## src/rtl/adc_rd_pkg.sv

```systemverilog
// Shared types for the ADC readout controller.
package adc_rd_pkg;
    // Capture/acknowledge sequence states.
    typedef enum logic [1:0] {
        ST_IDLE = 2'd0,   // waiting for a ready edge
        ST_HOLD = 2'd1,   // word offered, waiting for the sink
        ST_ACK  = 2'd2    // acknowledge pulse to the ADC
    } cap_state_t;
endpackage

```

## src/rtl/adc_rd_sync.sv

```systemverilog
// Two-flop synchronizer, one lane per bit.
// Assumes: each input bit is an independent level; no bus coherence is needed.
module adc_rd_sync #(
    parameter int W = 1
) (
    input  logic         clk,
    input  logic         rst_n,
    input  logic [W-1:0] d_async,
    output logic [W-1:0] d_sync
);
    for (genvar i = 0; i < W; i++) begin : g_lane
        logic meta_q;
        logic stab_q;
        // Two-stage resampling of one asynchronous bit.
        always_ff @(posedge clk) begin
            if (!rst_n) begin
                meta_q <= 1'b0;
                stab_q <= 1'b0;
            end else begin
                meta_q <= d_async[i];
                stab_q <= meta_q;
            end
        end
        assign d_sync[i] = stab_q;
    end
endmodule

```

## src/rtl/adc_rd_sat_cnt.sv

```systemverilog
// Saturating up-counter with a clear input that takes priority.
// Assumes: the host reads the counter value directly; no snapshot is taken.
module adc_rd_sat_cnt #(
    parameter int W = 32
) (
    input  logic         clk,
    input  logic         rst_n,
    input  logic         clr,
    input  logic         inc,
    output logic [W-1:0] count
);
    localparam logic [W-1:0] TOP = {W{1'b1}};

    // Clear first, then count up until the all-ones value is reached.
    always_ff @(posedge clk) begin
        if (!rst_n || clr)
            count <= '0;
        else if (inc && count != TOP)
            count <= count + 1'b1;
    end
endmodule

```

## src/rtl/adc_rd_capture.sv

```systemverilog
// Edge-triggered capture with sink handshake and acknowledge pulse.
// Assumes: the channel values are stable while ready is high, and the ADC
// raises ready again only after the acknowledge.
module adc_rd_capture
    import adc_rd_pkg::*;
#(
    parameter int CH_W   = 13,
    parameter int WORD_W = 32,
    parameter int AW_W   = 8
) (
    input  logic              clk,
    input  logic              rst_n,
    input  logic              enable,
    input  logic              rdy_sync,
    input  logic [CH_W-1:0]   ch_a,
    input  logic [CH_W-1:0]   ch_b,
    input  logic [AW_W-1:0]   ack_width,
    output logic              smp_valid,
    input  logic              smp_ready,
    output logic [WORD_W-1:0] smp_word,
    output logic              ack
);
    localparam int LANE = WORD_W / 2;

    cap_state_t      state_q;
    logic            rdy_prev_q;
    logic            rise;
    logic [AW_W-1:0] ack_left_q;
    logic [WORD_W-1:0] packed_w;

    // Remember the previous ready level for edge detection.
    always_ff @(posedge clk) begin
        if (!rst_n) rdy_prev_q <= 1'b0;
        else        rdy_prev_q <= rdy_sync;
    end

    assign rise = rdy_sync && !rdy_prev_q;

    // Place each channel at the bottom of its half-word; zero the rest.
    always_comb begin
        packed_w = '0;
        packed_w[CH_W-1:0]         = ch_a;
        packed_w[LANE+CH_W-1:LANE] = ch_b;
    end

    // Capture, wait for the sink, then time the acknowledge pulse.
    always_ff @(posedge clk) begin
        if (!rst_n) begin
            state_q    <= ST_IDLE;
            smp_word   <= '0;
            ack_left_q <= '0;
        end else begin
            case (state_q)
                ST_IDLE: if (rise && enable) begin
                    smp_word <= packed_w;
                    state_q  <= ST_HOLD;
                end
                ST_HOLD: if (smp_ready) begin
                    ack_left_q <= (ack_width == '0) ? '0 : ack_width - 1'b1;
                    state_q    <= ST_ACK;
                end
                ST_ACK: begin
                    if (ack_left_q == '0) state_q <= ST_IDLE;
                    else                  ack_left_q <= ack_left_q - 1'b1;
                end
                default: state_q <= ST_IDLE;
            endcase
        end
    end

    assign smp_valid = (state_q == ST_HOLD);
    assign ack       = (state_q == ST_ACK);
endmodule

```

## src/rtl/adc_readout_ctrl.sv

```systemverilog
// ADC readout controller top: enable line, edge capture with per-sample
// acknowledge, and saturating dead-time and run-time counters.
// Assumes: adc_ready and adc_busy are asynchronous; ch_a/ch_b are stable
// whenever adc_ready is high.
module adc_readout_ctrl #(
    parameter int CH_W   = 13,
    parameter int WORD_W = 32,
    parameter int AW_W   = 8,
    parameter int CNT_W  = 32
) (
    input  logic              clk,
    input  logic              rst_n,
    input  logic              run_en,
    input  logic [AW_W-1:0]   ack_width,
    input  logic              clr_counts,
    input  logic              adc_ready,
    input  logic              adc_busy,
    input  logic [CH_W-1:0]   ch_a,
    input  logic [CH_W-1:0]   ch_b,
    output logic              adc_enable,
    output logic              adc_ack,
    output logic              smp_valid,
    input  logic              smp_ready,
    output logic [WORD_W-1:0] smp_word,
    output logic [CNT_W-1:0]  dt_count,
    output logic [CNT_W-1:0]  run_count
);
    localparam int NSYNC = 2;

    logic [NSYNC-1:0] sync_out;

    // Static enable register toward the ADC.
    always_ff @(posedge clk) begin
        if (!rst_n) adc_enable <= 1'b0;
        else        adc_enable <= run_en;
    end

    adc_rd_sync #(.W(NSYNC)) u_sync (
        .clk     (clk),
        .rst_n   (rst_n),
        .d_async ({adc_busy, adc_ready}),
        .d_sync  (sync_out)
    );

    adc_rd_capture #(.CH_W(CH_W), .WORD_W(WORD_W), .AW_W(AW_W)) u_cap (
        .clk       (clk),
        .rst_n     (rst_n),
        .enable    (adc_enable),
        .rdy_sync  (sync_out[0]),
        .ch_a      (ch_a),
        .ch_b      (ch_b),
        .ack_width (ack_width),
        .smp_valid (smp_valid),
        .smp_ready (smp_ready),
        .smp_word  (smp_word),
        .ack       (adc_ack)
    );

    adc_rd_sat_cnt #(.W(CNT_W)) u_dead (
        .clk   (clk),
        .rst_n (rst_n),
        .clr   (clr_counts),
        .inc   (sync_out[1]),
        .count (dt_count)
    );

    adc_rd_sat_cnt #(.W(CNT_W)) u_run (
        .clk   (clk),
        .rst_n (rst_n),
        .clr   (clr_counts),
        .inc   (adc_enable),
        .count (run_count)
    );
endmodule

```

## config.mk

```make
export PLATFORM = sky130hd
export DESIGN_NAME = adc_readout_ctrl
export DESIGN_NICKNAME = d
export VERILOG_FILES = /design/src/rtl/adc_rd_pkg.sv /design/src/rtl/adc_rd_sync.sv /design/src/rtl/adc_rd_sat_cnt.sv /design/src/rtl/adc_rd_capture.sv /design/src/rtl/adc_readout_ctrl.sv
export SDC_FILE = /design/constraint.sdc
export NUM_CORES = 1
export LEC_CHECK = 0
export CAP_MARGIN = 40
export CORE_MARGIN = 2
export CORE_UTILIZATION = 30
export CTS_CLUSTER_DIAMETER = 50
export DETAILED_ROUTE_END_ITERATION = 16
export GPL_TIMING_DRIVEN = 0
export PLACE_DENSITY = 0.59
export REMOVE_ABC_BUFFERS = 1
export SLEW_MARGIN = 15
export SYNTH_ARGS = -nofsm -noshare
export SYNTH_HDL_FRONTEND = slang
export SYNTH_SLANG_ARGS = --single-unit
```

## constraint.sdc

```tcl
create_clock -name clk -period 3.12 [get_ports clk]
set_clock_uncertainty 0.15 [all_clocks]
set_input_delay 0.468 -clock clk [delete_from_list [all_inputs] [get_ports clk]]
set_output_delay 0.468 -clock clk [all_outputs]
set_load 0.02 [all_outputs]
```

==> flow_metrics.env <==
export IMPL_status="completed"
export IMPL_drtIter0Drc=199
export IMPL_dr_pass1_iters=6
export IMPL_worstMarginPinSlew_ns=0.729
export IMPL_final_cell_mix="clkdlybuf4s50_1, dfxtp_1, nand2_1, a21oi_1, nor2_1"
export IMPL_fillers=1682
export IMPL_via_per_inst=5.13
export IMPL_clk_latency_ns=0.35
export IMPL_powerDensity_nw_per_um2=380
export IMPL_synth_seq_cells=106
export IMPL_startpoint_type="flop"
export IMPL_avgSynthCellArea_sq_um=8.09
export IMPL_ys_warnings_count=0
export IMPL_grt_pass1_wl_um=22900
export IMPL_drv_slew=0
export IMPL_timing_fmax_ghz=0.402
export IMPL_cts_hold_buf=0
export IMPL_numCtsBuffers=9
export IMPL_critPathRequiredTime_ns=2.50
export IMPL_grt_use_total=0.153
export IMPL_fin_crit_sh=0.798
export IMPL_yosysSeqAreaShare=0.418
export IMPL_ctsHtreeMaxLevel=3
export IMPL_end_kind="output port"
export IMPL_die_y_um=134
export IMPL_netlist_instances=627
export IMPL_fp_dieW_um=134
export IMPL_ir_drop_mv=0.244
export IMPL_hold_path_class="flop to flop"
export IMPL_clock_sinks=106
export IMPL_synth_cell_types=52
export IMPL_postCtsResizedCells=0
export IMPL_critPathArrivalTime_ns=1.87
export IMPL_cts_setup_buffers=0
export IMPL_initial_utilization=0.306
export IMPL_place_gp_congestion=0.822
export IMPL_syn_cell_area_sq_um=5070
export IMPL_core_area_sq_um=16600
export IMPL_period_minus_slack_ns=2.49
export IMPL_ios=140
export IMPL_place_hpwl_um=9670
export IMPL_cp_max_fo=9
export IMPL_layout_nets=795
export IMPL_cts_tree="built"
export IMPL_layout_drive_gt1_share=0.0531
export IMPL_drtAntennaViolNets=0
export IMPL_fin_tns_setup_ns=0
export IMPL_grt_pass1_vias=4700
export IMPL_p_total_mw=2.62
export IMPL_relSlewSlack=0.510
export IMPL_rows=47
export IMPL_power_leakage_nw=2.19
export IMPL_setup_viol=0
export IMPL_grt_max_degree=47
export IMPL_grt_setup_unrepaired="false"
export IMPL_vias=4990
export IMPL_critical_path_class="flop to output port"
export IMPL_hold_viol=0
export IMPL_drc=0
export IMPL_area_growth_pct=35.8
export IMPL_mostFrequentLayoutCell="clkdlybuf4s50_1"
export IMPL_clockBufferDepth=2
export IMPL_num_antenna_cells=0
export IMPL_gr_total_overflow=0
export IMPL_post_drt_wl_per_cell_um=13.8
export IMPL_wl_um=13400
export IMPL_max_cap_violations=0
export IMPL_portBuffers=133
export IMPL_die_area_sq_um=18000
export IMPL_antenna_found_initial=1
export IMPL_root_buffer="clkbuf_16"
export IMPL_clkTransAtPathRegs_ns=0.07
## where the power goes
group	internal, mW	leakage [nW]	total [mW]	switching (mW)
logic	0.0821	1.20	0.157	0.0748
registers	1.36	0.855	1.37	0.00780
clock network	0.569	0.136	1.09	0.523
## state kept, by name, indices dropped and copies added, names as in the netlist
| register | flops |
|---|---|
| u_sync.g_lane.stab_q | 2 |
| adc_enable | 1 |
| u_run.count | 32 |
| u_cap.state_q | 2 |
| u_sync.g_lane.meta_q | 2 |
| u_cap.ack_left_q | 8 |
| u_cap.rdy_prev_q | 1 |
| u_cap.smp_word | 26 |
| u_dead.count | 32 |
## synthesized netlist by cell type (all sizes together)
| cell | n | area (sq um) |
|---|---|---|
| a2111oi | 1 | 10.0 |
| a21boi | 29 | 218 |
| a21o | 2 | 15.0 |
| a21oi | 52 | 260 |
| a31o | 5 | 43.8 |
| a31oi | 4 | 25.0 |
| a41o | 1 | 10.0 |
| and2 | 7 | 43.8 |
| and3 | 10 | 62.6 |
| and4 | 6 | 55.1 |
| buf | 11 | 68.8 |
| clkbuf | 22 | 82.6 |
| conb | 1 | 3.75 |
| dfxtp | 106 | 2120 |
| ha | 6 | 75.1 |
| inv | 15 | 56.3 |
| mux2 | 2 | 22.5 |
| mux2i | 3 | 30.0 |
| nand2 | 93 | 349 |
| nand2b | 5 | 31.3 |
| nand3 | 30 | 150 |
| nand3b | 1 | 7.51 |
| nand4 | 23 | 165 |
| nor2 | 40 | 150 |
| nor2b | 4 | 25.0 |
| nor3 | 11 | 55.1 |
| nor3b | 2 | 15.0 |
| nor4 | 4 | 31.3 |
| nor4b | 1 | 8.76 |
| o2111ai | 1 | 8.76 |
| o211ai | 5 | 37.5 |
| o21a | 6 | 45.0 |
| o21ai | 36 | 180 |
| o221ai | 2 | 17.5 |
| o22ai | 1 | 6.26 |
| o311ai | 1 | 8.76 |
| o31ai | 12 | 90.1 |
| o32ai | 1 | 8.76 |
| or2 | 3 | 18.8 |
| or3 | 31 | 199 |
| or4 | 13 | 101 |
| or4b | 2 | 20.0 |
| xnor2 | 10 | 87.6 |
| xor2 | 6 | 52.6 |
## routing by layer
metal / track usage / vias to the layer above / part of all wire
met2: 0.245 / 128 / 0.46
li1: - / 2488 / -
met4: 0.0556 / 0 / 0.018
met5: 0 / - / 0
met1: 0.202 / 2361 / 0.47
met3: 0.0370 / 13 / 0.053
## cell type report
class                           instances  area, sq um  share of cell area
Sequential cell                       106         2120               0.308
Clock buffer                           11          243              0.0352
Timing Repair Buffer                  138         1390               0.202
Tap cell                              220          275              0.0399
Inverter                               15         56.3             0.00817
Multi-Input combinational cell        478         2770               0.401
Clock inverter                          5         38.8             0.00563
## stage by stage
stage               setup slack (ns)  instances  instance area (sq um)  hold slack (ns)   util
floorplan                      0.729        599                   4940            0.262      -
global placement               -1.67        952                   6550            0.266  0.395
detailed placement             0.361        957                   6610            0.273  0.399
CTS                            0.628        973                   6890            0.290  0.416
global route                   0.517        973                   6890            0.305  0.416
finish                         0.630        973                   6890            0.286  0.416
## worst paths after layout
kind	start	to	slack (ns)	cells past startpoint
max	u_cap.state_q[0]	adc_ack	0.63	3
min	u_sync.g_lane[1].meta_q	u_sync.g_lane[1].stab_q	0.29	1
max reg2reg	u_dead.count[0]	u_dead.count[17]	0.64	6
min reg2reg	u_sync.g_lane[1].meta_q	u_sync.g_lane[1].stab_q	0.29	1
## cell families after synthesis
| kind of cell | after synthesis | synth area share |
|---|---|---|
| adders and majority gates | 6 | 0.0148 |
| xor gates and xnor gates | 16 | 0.0276 |
| AOI/OAI and AO/OA | 159 | 0.194 |
| muxes | 5 | 0.0104 |
| DFF | 106 | 0.418 |
| buffers and inverters | 48 | 0.0409 |
| and+or+nand+nor | 286 | 0.293 |
| other | 1 | 0.000739 |
## critical path, stage by stage, from the launching register on
cell,delay (ns)
dfxtp_1,0.31
nand2b_1,0.30
inv_1,0.27
clkdlybuf4s50_1,0.65
(Power assumes the default switching activity.)
